==> config.mk <==
export PLATFORM = sky130hd
export DESIGN_NAME = sfs_unit
export DESIGN_NICKNAME = d
export VERILOG_FILES = /design/src/rtl/sfs_pkg.sv /design/src/rtl/sfs_fifo.sv /design/src/rtl/sfs_flags.sv /design/src/rtl/sfs_unit.sv
export SDC_FILE = /design/constraint.sdc
export NUM_CORES = 1
export LEC_CHECK = 0
export ABC_AREA = 1
export BUFFER_PORTS_ARGS = -buffer_cell sky130_fd_sc_hd__buf_4
export CAP_MARGIN = 0
export CORE_ASPECT_RATIO = 0.9
export CORE_MARGIN = 5
export CORE_UTILIZATION = 25
export DETAILED_ROUTE_END_ITERATION = 12
export PLACE_DENSITY_LB_ADDON = 0.25
export SYNTH_ARGS = -nofsm -noshare
export SYNTH_HDL_FRONTEND = slang
export SYNTH_SLANG_ARGS = --single-unit
==> constraint.sdc <==
create_clock -name clk -period 2.4 [get_ports clk]
set_input_delay 0.36 -clock clk [delete_from_list [all_inputs] [get_ports clk]]
set_output_delay 0.36 -clock clk [all_outputs]
set_load 0.01 [all_outputs]
==> src/rtl/sfs_pkg.sv <==
// Shared constants, types and the threshold-code decoder for the serial
// FIFO status unit. Assumes thresholds never exceed the queue depth.
package sfs_pkg;
    localparam int DATA_W = 17;
    localparam int DEPTH  = 16;

    typedef logic [1:0] thr_code_t;

    // Map a 2-bit threshold code onto a word level.
    function automatic int unsigned thr_level(thr_code_t code);
        case (code)
            2'b00:   return 1;
            2'b01:   return 4;
            2'b10:   return 8;
            default: return 14;
        endcase
    endfunction
endpackage

==> src/rtl/sfs_fifo.sv <==
// Synchronous first-in first-out queue with flush, occupancy count and
// a zero head when empty. Assumes DEPTH is a power of two. A push to a
// full queue is accepted only when a pop in the same cycle frees a slot.
// Flush overrides push and pop.
module sfs_fifo #(
    parameter int DATA_W = 17,
    parameter int DEPTH  = 16,
    localparam int AW    = $clog2(DEPTH),
    localparam int CW    = $clog2(DEPTH + 1)
) (
    input  logic              clk,
    input  logic              rst_n,
    input  logic              flush,
    input  logic              push,
    input  logic [DATA_W-1:0] wdata,
    input  logic              pop,
    output logic [DATA_W-1:0] head,
    output logic [CW-1:0]     count,
    output logic              full,
    output logic              empty,
    output logic              push_acc
);
    logic [DATA_W-1:0] mem [DEPTH];
    logic [AW-1:0]     wr_ptr, rd_ptr;
    logic              pop_ok;

    // Derive status and the accept decisions for this cycle.
    always_comb begin
        full     = (count == CW'(DEPTH));
        empty    = (count == '0);
        pop_ok   = pop && !empty;
        push_acc = push && (!full || pop_ok);
        head     = empty ? '0 : mem[rd_ptr];
    end

    // Advance pointers and count on accepted operations or flush.
    always_ff @(posedge clk) begin
        if (!rst_n || flush) begin
            wr_ptr <= '0;
            rd_ptr <= '0;
            count  <= '0;
        end else begin
            if (push_acc) wr_ptr <= wr_ptr + 1'b1;
            if (pop_ok)   rd_ptr <= rd_ptr + 1'b1;
            count <= count + CW'(push_acc) - CW'(pop_ok);
        end
    end

    // Store an accepted word; the array itself needs no reset.
    always_ff @(posedge clk) begin
        if (push_acc && !flush) mem[wr_ptr] <= wdata;
    end
endmodule

==> src/rtl/sfs_flags.sv <==
// Threshold comparison, sticky error flags, interrupt combining and DMA
// requests. Assumes the counts come straight from the two queues. A set
// of an error flag wins over a clear in the same cycle.
module sfs_flags #(
    parameter int CW = 5
) (
    input  logic            clk,
    input  logic            rst_n,
    input  logic [CW-1:0]   tx_count,
    input  logic [CW-1:0]   rx_count,
    input  sfs_pkg::thr_code_t tx_thr_code,
    input  sfs_pkg::thr_code_t rx_thr_code,
    input  logic            undr_set,
    input  logic            ovr_set,
    input  logic            clr_wr,
    input  logic [1:0]      clr_data,
    input  logic            ie_tx_thr,
    input  logic            ie_rx_thr,
    input  logic            ie_undr,
    input  logic            ie_ovr,
    input  logic            dma_en,
    output logic            tx_thr_flag,
    output logic            rx_thr_flag,
    output logic            undr_flag,
    output logic            ovr_flag,
    output logic            irq,
    output logic            dma_tx_req,
    output logic            dma_rx_req
);
    logic [3:0] src, ena;

    // Compare occupancies against the decoded levels.
    always_comb begin
        tx_thr_flag = (32'(tx_count) <= sfs_pkg::thr_level(tx_thr_code));
        rx_thr_flag = (32'(rx_count) >= sfs_pkg::thr_level(rx_thr_code));
    end

    // Hold error flags until a zero is written; a new event wins.
    always_ff @(posedge clk) begin
        if (!rst_n) begin
            undr_flag <= 1'b0;
            ovr_flag  <= 1'b0;
        end else begin
            if (undr_set)                      undr_flag <= 1'b1;
            else if (clr_wr && !clr_data[1])   undr_flag <= 1'b0;
            if (ovr_set)                       ovr_flag  <= 1'b1;
            else if (clr_wr && !clr_data[0])   ovr_flag  <= 1'b0;
        end
    end

    // Mask and merge the sources; DMA takes threshold flags left unmasked.
    always_comb begin
        src        = {ovr_flag, undr_flag, rx_thr_flag, tx_thr_flag};
        ena        = {ie_ovr, ie_undr, ie_rx_thr, ie_tx_thr};
        irq        = |(src & ena);
        dma_tx_req = dma_en && !ie_tx_thr && tx_thr_flag;
        dma_rx_req = dma_en && !ie_rx_thr && rx_thr_flag;
    end
endmodule

==> src/rtl/sfs_unit.sv <==
// Top of the serial FIFO status unit: two queues, the flag logic, and
// gating of the engine-side ports by the unit enable. Assumes the host
// and engine ports are single-cycle strobes in the clk domain.
module sfs_unit #(
    parameter int DATA_W = sfs_pkg::DATA_W,
    parameter int DEPTH  = sfs_pkg::DEPTH,
    localparam int CW    = $clog2(DEPTH + 1)
) (
    input  logic              clk,
    input  logic              rst_n,
    input  logic              unit_en,
    input  logic              loop_cfg,
    input  logic              host_push,
    input  logic [DATA_W-1:0] host_wdata,
    input  logic              host_pop,
    output logic [DATA_W-1:0] host_rdata,
    input  logic              tx_flush,
    input  logic              rx_flush,
    input  logic              err_clr_wr,
    input  logic [1:0]        err_clr_data,
    input  logic [1:0]        tx_thr_code,
    input  logic [1:0]        rx_thr_code,
    input  logic              ie_tx_thr,
    input  logic              ie_rx_thr,
    input  logic              ie_undr,
    input  logic              ie_ovr,
    input  logic              dma_en,
    input  logic              eng_busy,
    input  logic              eng_tx_pop,
    output logic [DATA_W-1:0] eng_tx_data,
    input  logic              eng_rx_push,
    input  logic [DATA_W-1:0] eng_rx_data,
    output logic [CW-1:0]     tx_count,
    output logic [CW-1:0]     rx_count,
    output logic              tx_full,
    output logic              rx_empty,
    output logic              tx_thr_flag,
    output logic              rx_thr_flag,
    output logic              undr_flag,
    output logic              ovr_flag,
    output logic              end_flag,
    output logic              loop_en,
    output logic              irq,
    output logic              dma_tx_req,
    output logic              dma_rx_req
);
    logic eng_pop_g, eng_push_g;
    logic tx_empty, rx_full, tx_acc_unused, rx_acc;
    logic undr_set, ovr_set;

    // Gate engine strobes and form the error events.
    always_comb begin
        eng_pop_g  = unit_en && eng_tx_pop;
        eng_push_g = unit_en && eng_rx_push;
        undr_set   = eng_pop_g && tx_empty;
        ovr_set    = eng_push_g && !rx_acc && !rx_flush;
        end_flag   = !eng_busy;
        loop_en    = unit_en && loop_cfg;
    end

    sfs_fifo #(.DATA_W(DATA_W), .DEPTH(DEPTH)) u_txq (
        .clk(clk), .rst_n(rst_n), .flush(tx_flush),
        .push(host_push), .wdata(host_wdata), .pop(eng_pop_g),
        .head(eng_tx_data), .count(tx_count), .full(tx_full),
        .empty(tx_empty), .push_acc(tx_acc_unused)
    );

    sfs_fifo #(.DATA_W(DATA_W), .DEPTH(DEPTH)) u_rxq (
        .clk(clk), .rst_n(rst_n), .flush(rx_flush),
        .push(eng_push_g), .wdata(eng_rx_data), .pop(host_pop),
        .head(host_rdata), .count(rx_count), .full(rx_full),
        .empty(rx_empty), .push_acc(rx_acc)
    );

    sfs_flags #(.CW(CW)) u_flags (
        .clk(clk), .rst_n(rst_n),
        .tx_count(tx_count), .rx_count(rx_count),
        .tx_thr_code(tx_thr_code), .rx_thr_code(rx_thr_code),
        .undr_set(undr_set), .ovr_set(ovr_set),
        .clr_wr(err_clr_wr), .clr_data(err_clr_data),
        .ie_tx_thr(ie_tx_thr), .ie_rx_thr(ie_rx_thr),
        .ie_undr(ie_undr), .ie_ovr(ie_ovr), .dma_en(dma_en),
        .tx_thr_flag(tx_thr_flag), .rx_thr_flag(rx_thr_flag),
        .undr_flag(undr_flag), .ovr_flag(ovr_flag), .irq(irq),
        .dma_tx_req(dma_tx_req), .dma_rx_req(dma_rx_req)
    );
endmodule

Word level (Yosys, flattened, before mapping)
Memories as Yosys holds them, arrays and structs flattened. A register that Yosys moved wholly into a read port is not among the register bits.
Cells that the tools add are included.
W data, S select, Z words.
{"block": "word_totals", "regBits": 28, "inputBits": 57, "output_inout_bits": 55, "wordCells": 85, "ram_bits": 544, "n_memories": 2}
{"block": "op_classes", "n_mux": 16, "magnitude_cmp": 2, "reduce_logical": 42, "bitwise": 1, "eq_ne": 6, "add_sub_neg": 8}
{"name": "u_rxq.mem", "words": 16, "word_bits": 17, "read_ports": 1, "rd_ports_with_merged_regs": 1, "write_ports": 1, "line_no": "sfs_fifo.sv:23", "source": "logic [DATA_W-1:0] mem [DEPTH];"}
{"name": "u_txq.mem", "words": 16, "word_bits": 17, "read_ports": 1, "rd_ports_with_merged_regs": 1, "write_ports": 1, "line_no": "sfs_fifo.sv:23"}
{"op": "$mux W17", "count": 2}
{"op": "$pmux W4 S3", "count": 2}
{"op": "$logic_and A1 B1 Y1", "count": 18}
{"op": "$add A4 B1 Y4 const B", "count": 4}
{"op": "$mux W4", "count": 4}
{"op": "$logic_not A1 Y1", "count": 13}
{"op": "$add A5 B1 Y5", "count": 2}
{"op": "$eq A5 B5 Y1 const B", "count": 2}
{"op": "$logic_not A5 Y1", "count": 2}
{"op": "$sub A5 B1 Y5", "count": 2}
{"op": "$mux W1", "count": 8}
{"op": "$ge A5 B4 Y1", "count": 1}
{"op": "$le A5 B4 Y1", "count": 1}
{"op": "$and A4 B4 Y4", "count": 1}
{"op": "$eq A2 B1 Y1 const B", "count": 2}
{"op": "$eq A2 B2 Y1 const B", "count": 2}
{"op": "$logic_not A2 Y1", "count": 2}
{"op": "$logic_or A1 B1 Y1", "count": 4}
{"op": "$reduce_bool A2 Y1", "count": 2}
{"op": "$reduce_or A4 Y1", "count": 1}

Logic depth before layout (Yosys ltp)
Gate-level depths: netlist of run 1.
{"block": "depth", "depth_word": 9, "depth_mapped": 15, "depth_no_buf": 15}

Modules after synthesis
From an unflattened synthesis of run 1, not the netlist that was laid out.
{"block": "hier_totals", "hier_cells": 2109, "hier_area_um2": 23978.0}
{"mod": "sfs_fifo", "area_each_um2": 11781.3, "seq_area_each_um2": 8508.2, "instances": 2, "cells_per_inst": 1017}
{"mod": "sfs_flags", "area_each_um2": 366.6, "seq_area_each_um2": 40.0, "instances": 1, "cells_per_inst": 62}
{"mod": "sfs_unit", "area_each_um2": 48.8, "seq_area_each_um2": 0.0, "instances": 1, "cells_per_inst": 13}

Least setup slack after synthesis of run 1
OpenSTA, ideal clock, no wires.
{"block": "synth_path", "path_type": "flip-flop to flip-flop", "start": "reg u_txq.count[2]", "end": "mem u_txq.mem[11][0], enable pin", "arrival_time_ns": 2.444, "setup_time_ns": 0.413, "slack_ns": -0.456, "path_stages_with_launch": 10, "synth_period_minus_slack_ns": 2.856, "path_buffers": 0, "path_cell_list": "dfxtp_1 inv_1 ha_1 nand3_1 nor2_1 nand2_1 nand2_1 inv_1 nand2_1 nor3_1"}
{"element": "start: declaration", "line_no": "sfs_fifo.sv:18", "source": "output logic [CW-1:0] count,"}
{"element": "start signal: assignment", "line_no": "sfs_fifo.sv:45", "source": "count <= count + CW'(push_acc) - CW'(pop_ok);"}
{"element": "$eq A5 B5 Y1", "line_no": "sfs_fifo.sv:29", "source": "full = (count == CW'(DEPTH));"}
{"element": "net tx_full", "line_no": "sfs_unit.sv:35", "source": "output logic tx_full,"}
{"element": "$logic_not A1 Y1", "line_no": "sfs_fifo.sv:32", "source": "push_acc = push && (!full || pop_ok);"}
{"element": "$logic_or A1 B1 Y1", "line_no": "sfs_fifo.sv:32"}
{"element": "$logic_and A1 B1 Y1", "line_no": "sfs_fifo.sv:32"}
{"element": "$logic_and A1 B1 Y1", "line_no": "sfs_fifo.sv:51", "source": "if (push_acc && !flush) mem[wr_ptr] <= wdata;"}
{"element": "$mux W1", "line_no": "sfs_fifo.sv:51"}
{"element": "$mux W1 (not written as such)", "line_no": "sfs_fifo.sv:51"}
{"element": "end: declaration", "line_no": "sfs_fifo.sv:23"}
The timed path passes the listed nets, and every way through them passes these cells.

==> impl_metrics.yaml, run 1 <==
clock_tree:
  cts.sinks: 580
  cts_htree_levels: 3
  tritoncts_clock_tree: "done"
  cts.reportedPaths.clkPinSlew_ns: 0.06
  cts-buffers-inserted: 67
  cts-root-to-sink-buffers: 3
  root_buffer: "clkbuf_16"
  clkLatencyLatePin_ns: 0.61
yosys:
  synth.net_count: 2194
  netlist_instances: 2107
  synthesis.yosys.warnings: 0
  synth_edf_count: 544
  post_synth_arst_share_pct: 0
  synthFlopType: "edfxtp_1"
  post_synth_instance_area_um2: 23900
  yosysSeqAreaShare_pct: 71.3
  post_synth.cell_area_avg_um2: 11.4
  post_synth_num_cell_types: 24
  synth-seq-cells: 580
place:
  place_congestion: 0.742
  buffer_ports.inserted: 111
  placedInstanceArea_um2: 27000
  detailedPlacementHpwl_um: 38100
critical_path:
  timing.setup.critical_path_class: "reg2out"
  kind_of_launch_point_of_the_worst_setup_path: "flop"
  endpoint_type_of_the_worst_setup_path: "primary output"
  highest_fanout_seen_on_the_critical_path: 8
  timing.critical_path.arrival_ns: 2.20
  worst_ep_required_time_ns: 2.04
  cp_cell_sequence: "buf_12, clkinv_16, buf_16, clkbuf_16, nand2_4, nand3_2, nand3_2, nand2_2, nand2_2, a21oi_4, buf_6"
  cp_slowest_stage_delay_ns: 0.34
  critPathSlowestCell: "dfxtp_4"
  cp.buffers_inverters: 5
  r2r.worst_path.cells: 13
  critPathTopFamily: "buffers and inverters"
  critical_path_cell_count: 11
sta:
  maxSlewViolCount: 0
  timing.final.crit_share_pct: 107
  hold_viol_final: 0
  setup_repair_after_global_routing_missed_its_margin: "true"
  max_freq_mhz: 391
  timing.slew.headroom_pct: 66.8
  max_slew.worst_pin.slew_ns: 0.498
  report.final.setup_viol: 34
  worst_hold_slack_ns: 0.0461
  pnr_worst_setup_slack_ns: -0.159
  period_needed_ns: 2.56
  finClkSkew_ns: 0.0236
power_and_ir_drop:
  power_leakage_nw: 11.9
  power_density_nw_per_um2: 830
  combPwrFrac_pct: 21.9
  internal_power_mw: 19.5
  pwr-share-clk_pct: 36.7
  netSwitchingFraction_pct: 28.2
  p_switching_mw: 7.69
  vdd_drop_max_mv: 0.547
  share_seq_of_total_power_pct: 41.3
layout:
  post_route_cells_drive_above_1_share_pct: 34.2
  final_core_utilization_pct: 34.6
  filler_cell_count_in_the_final_layout: 9318
  num-nets-final: 2424
  stdcell_area_um2: 32800
  antenna_cells: 0
  area.growth.synth_to_final_pct: 37.1
hold_path:
  worstHoldPathType: "in2reg"
  hold_depth: 3
drt:
  post-route-drc-count: 0
  drt-wirelength-per-cell_um: 19.8
  antenna_left: 0
  avgViaCountPerCell: 4.57
  wl_um: 72000
  drt-initial-drc-count: 1042
  detailroute.via_count: 16600
  detail_route.first_pass.iterations: 4
die:
  die_h_um: 303
  floorplan.core_area_um2: 94800
  core.rowCount: 107
  ioPinCount: 112
  floorplan.die.width_um: 336
  dieArea_um2: 102000
  floorplan.initialDensity_pct: 25.2
global_routing:
  grtUsageTotal_pct: 13.1
  antenna_violations_before_repair: 0
  total_congestion_overflow_after_global_routing: 0
  grt_max_degree: 69
  wire_length_of_the_first_global_routing_pass_um: 103000
  grt_pass1_vias: 16400
run_status:
  status: "complete, but fails checks"
  violations_in_the_final_reports: "negative setup slack"
job:
  cap_viol_max_count: 0
[routing by layer]
layer | GRT usage (%) | wire length [µm] | share of wire, % | vias up
li1 | - | - | - | 7828
met1 | 18.5 | 33500 | 47 | 8328
met2 | 21.6 | 33800 | 47 | 401
met3 | 2.13 | 3430 | 4.8 | 76
met4 | 2.89 | 1250 | 1.7 | 0
met5 | 0 | 0 | 0 | -
[synthesized netlist by cell type (2+ instances only)]
library cell  instances  area [µm²]
a21oi_1              63         315
buf_1                10        37.5
buf_2                53         265
buf_4                 9        67.6
buf_6                 7        78.8
clkbuf_1             31         116
clkinv_1              7        26.3
dfxtp_1              36         721
edfxtp_1            544       16300
fa_1                  2        40.0
ha_1                 28         350
inv_1                54         203
inv_2                 4        15.0
nand2_1             737        2770
nand3_1             417        2090
nand4_1               6        37.5
nor2_1               64         240
nor3_1                4        20.0
o21ai_0              17        85.1
o31ai_1               2        15.0
xnor2_1               4        35.0
xor2_1                6        52.6
[sequential cells by signal, indices dropped and copies added, names as in the netlist, 4 cells and up, named ones only]
| name | flops |
|---|---|
| u_rxq.mem | 272 |
| u_rxq.rd_ptr | 4 |
| u_txq.rd_ptr | 4 |
| u_rxq.count | 5 |
| u_txq.wr_ptr | 4 |
| u_txq.count | 5 |
| u_rxq.wr_ptr | 4 |
| u_txq.mem | 272 |
[repair_timing]
action                     CTS  global route
hold endpoints to repair     1             0
gates resized for setup    211           336
hold buffers                 2             0
setup endpoints to repair   38            42
pin swaps                   53           166
gates cloned                26            23
buffers inserted            18            12
[power groups by stage]
stage          logic (mW)  clock network [mW]  registers, mW
4_1_cts              4.93                10.3           11.2
6_report             5.97                10.0           11.2
3_3_place_gp         4.09                   0           11.4
2_1_floorplan        2.17                   0           11.5
5_1_grt              6.45                10.7           11.3
3_5_place_dp         4.13                   0           11.5
[worst reg2reg max path: cells and delay by family (launching register included)]
kind	cells	cell delay (ns)
fa+ha+maj	3	0.75
simple gates	4	0.42
buf+inv	4	0.37
compound gates	2	0.36
flops	1	0.33
[cell families after synthesis]
family                     count (synthesis)  synth area share, %
and+or+nand+nor                         1228                 21.5
xor gates and xnor gates                  10                0.366
adders and majority gates                 30                 1.63
DFF                                      580                 71.3
AOI/OAI and AO/OA                         84                 1.81
buffers and inverters                    175                 3.38
[through the flow]
stage | setup slack, ns | setup TNS (ns) | power (mW) | std cells
floorplan | -0.456 | -31.03 | 13.6 | 2107
global placement | -0.0438 | -0.0438 | 15.5 | 3441
detailed placement | 0.0225 | 0 | 15.6 | 3441
CTS | -0.210 | -5.48 | 26.4 | 3608
global route | -0.261 | -7.40 | 28.4 | 3642
finish | -0.159 | -3.76 | 27.2 | 3642
[path summary, 6_finish.rpt]
kind / from / endpoint / slack, ns
max reg2reg: u_txq.count[2] / u_txq.count[4] / 0.07
min reg2reg: u_txq.rd_ptr[3] / u_txq.rd_ptr[3] / 0.51
max: flop / host_rdata[3] / -0.16
min: host_push / u_txq.wr_ptr[3] / 0.05
[final cells by class]
| type | count | area (µm²) | share of cell area (%) |
|---|---|---|---|
| well taps | 1253 | 1570 | 4.78 |
| flip-flops and latches | 580 | 17100 | 52.1 |
| repair buffers | 269 | 3800 | 11.6 |
| repair inverters | 2 | 25.0 | 0.0763 |
| clock inverters | 36 | 389 | 1.19 |
| clock buffers | 85 | 1740 | 5.32 |
| inverters | 65 | 315 | 0.961 |
| multi-input cells | 1352 | 7880 | 24.0 |
[cells in the final DEF (no fill, tap or decap), drive strengths merged]
cell / count
clkinvlp: 4
nand2: 737
nor2: 64
bufinv: 5
xor2: 6
nor3: 4
o21ai: 17
fa: 2
inv: 64
a21oi: 63
nand4: 6
clkbuf: 105
xnor2: 4
ha: 28
o31ai: 2
dlygate4sd3: 2
clkinv: 30
buf: 246
bufbuf: 1
dfxtp: 36
a22o: 1
edfxtp: 544
o32ai: 1
nand3: 417
No activity file was read; power rests on OpenSTA's default activity.
==> run 2: changes to the inputs <==
Settings changed: ABC_AREA 1 to 0.
Clock period 2.4 ns to 3 ns, I/O delays scaled along.
==> impl_metrics.yaml, run 2 <==
run_status:
  status: "finished clean"
sta:
  hold_viol_final: 0
  maxSlewViolCount: 0
  max_freq_mhz: 339
  timing.slew.headroom_pct: 34.7
  period_needed_ns: 2.95
  max_slew.worst_pin.slew_ns: 0.980
  report.final.setup_viol: 0
  setup_repair_after_global_routing_missed_its_margin: "true"
  timing.final.crit_share_pct: 98.3
  worst_hold_slack_ns: 0.117
  finClkSkew_ns: 0.0221
layout:
  post_route_cells_drive_above_1_share_pct: 39.1
  antenna_cells: 0
  num-nets-final: 1465
  highest_count_cells_in_the_layout_ignoring_fill_and_taps: "edfxtp_1, buf_4, mux4_2, clkbuf_16, inv_1"
  area.growth.synth_to_final_pct: 25.1
  layout.cells.most_common: "edfxtp_1"
  largest_registers: "u_rxq.mem: 272 flops, u_txq.mem: 272 flops"
  filler_cell_count_in_the_final_layout: 8847
die:
  ioPinCount: 112
  die_h_um: 298
  floorplan.initialDensity_pct: 25.3
  floorplan.core_area_um2: 91300
  core.rowCount: 105
  floorplan.die.width_um: 330
  dieArea_um2: 98400
critical_path:
  kind_of_launch_point_of_the_worst_setup_path: "flop"
  endpoint_type_of_the_worst_setup_path: "primary output"
  worst_ep_required_time_ns: 2.55
  highest_fanout_seen_on_the_critical_path: 8
  timing.setup.critical_path_class: "reg2out"
  timing.critical_path.arrival_ns: 2.50
global_routing:
  total_congestion_overflow_after_global_routing: 0
  grtUsageTotal_pct: 11.5
  wire_length_of_the_first_global_routing_pass_um: 83500
  antenna_violations_before_repair: 2
  grt_pass1_vias: 12300
  grt_max_degree: 35
hold_path:
  worstHoldPathType: "in2reg"
clock_tree:
  clkLatencyLatePin_ns: 0.59
  cts.reportedPaths.clkPinSlew_ns: 0.06
  cts.sinks: 580
  root_buffer: "clkbuf_16"
  cts_htree_levels: 3
  cts-buffers-inserted: 67
  cts-root-to-sink-buffers: 3
  tritoncts_clock_tree: "done"
  number_of_hold_buffers_added_after_cts: 0
yosys:
  synth-seq-cells: 580
  synth.net_count: 1238
  post_synth_instance_area_um2: 23100
  netlist_instances: 1151
  netlist_top_cells_area: "edfxtp_1, mux4_2, dfxtp_1"
  post_synth.cell_area_avg_um2: 20.0
  yosysTopAreaCell: "edfxtp_1"
  synthFlopType: "edfxtp_1"
  most_frequently_used_cell_type_in_the_post_synthesis_netlist: "edfxtp_1"
  post_synth_num_cell_types: 53
  synthesis.yosys.warnings: 0
  yosysSeqAreaShare_pct: 74.0
  synth_edf_count: 544
  post_synth_arst_share_pct: 0
  synth_common_cells: "edfxtp_1, mux4_2, inv_1"
  yosys.area.top_type_share_pct: 70.8
power_and_ir_drop:
  combPwrFrac_pct: 16.6
  share_seq_of_total_power_pct: 44.7
  p_switching_mw: 5.13
  vdd_drop_max_mv: 0.413
  fin_total_pwr_mw: 20.2
  internal_power_mw: 15.1
  power_density_nw_per_um2: 701
  pwr-share-clk_pct: 38.8
  power_leakage_nw: 9.26
  netSwitchingFraction_pct: 25.3
drt:
  drt-initial-drc-count: 707
  antenna_left: 0
  post-route-drc-count: 0
  detailroute.via_count: 11600
  detail_route.first_pass.iterations: 5
  drt-wirelength-per-cell_um: 21.6
  avgViaCountPerCell: 4.38
  wl_um: 57400
place:
  buffer_ports.inserted: 111
  place_congestion: 0.711
  detailedPlacementHpwl_um: 34000
job:
  cap_viol_max_count: 0
-- run 2: layout make-up --
cell class                      count  area, µm²  share of cell area, %
Sequential cell                   580      17100                   59.2
Multi-Input combinational cell    449       5880                   20.4
Timing Repair Buffer              217       1990                   6.88
Clock buffer                       87       1760                   6.11
Tap cell                         1230       1540                   5.34
Clock inverter                     35        357                   1.24
Inverter                           63        244                  0.846
-- run 2: timing repair --
item,4_1_cts,5_1_grt
setup endpoints to repair,35,30
gates cloned,1,5
gates resized for setup,31,37
buffers inserted,26,9
pin swaps,9,20
-- run 2: final timing paths --
| kind | startpoint | end | slack, ns | cells past startpoint |
|---|---|---|---|---|
| worst min register to register | u_rxq.rd_ptr[1] | flop | 0.50 | 2 |
| worst max-delay path | u_rxq.count[3] | host_rdata[8] | 0.05 | 9 |
| worst max register to register | u_txq.count[2] | u_txq.count[4] | 0.25 | 13 |
| worst min-delay path | err_clr_data[0] | u_flags.ovr_flag | 0.12 | 3 |
-- run 2: through the flow --
stage	utilization, %	area [µm²]	cells	setup TNS, ns	setup WS [ns]
5_1_grt	31.6	28800	2661	-0.427	-0.0580
4_1_cts	31.2	28500	2647	-0.0972	-0.0263
2_1_floorplan	-	23100	1151	-30.39	-0.447
3_5_place_dp	28.4	25900	2498	0	0.00936
3_3_place_gp	28.4	25900	2498	0	0.103
6_report	31.6	28800	2661	0	0.0523
-- run 2: cells by family after synthesis --
logic type,after synthesis,synth area share [%]
flops,580,74.0
mux,155,14.1
simple gates,146,3.43
buf+inv,122,2.46
compound gates,100,3.66
fa+ha+maj,30,1.69
xor+xnor,18,0.684
-- run 2: critical path: stages (launching register included) --
cell      delay, ns
dfxtp_4        0.36
inv_4          0.06
ha_4           0.12
or4b_4         0.52
clkinv_4       0.10
nor3_4         0.05
buf_6          0.17
a22oi_2        0.19
o221ai_2       0.14
buf_4          0.17
-- run 2: metal layers --
metal  track usage, %  up-vias  share of wire [%]
met5                0        -              0.035
met4             2.89        2                2.0
met3             2.56       85                4.7
met2             18.2      247                 47
met1             16.0     6173                 46
li1                 -     5139                  -
-- run 2: power by group through the flow --
| stage | registers, mW | clock network (mW) | logic (mW) |
|---|---|---|---|
| global route | 9.05 | 8.42 | 3.63 |
| CTS | 9.03 | 8.07 | 3.25 |
| floorplan | 9.18 | 0 | 1.71 |
| global placement | 9.21 | 0 | 2.89 |
| detailed placement | 9.21 | 0 | 2.94 |
| finish | 9.04 | 7.84 | 3.35 |
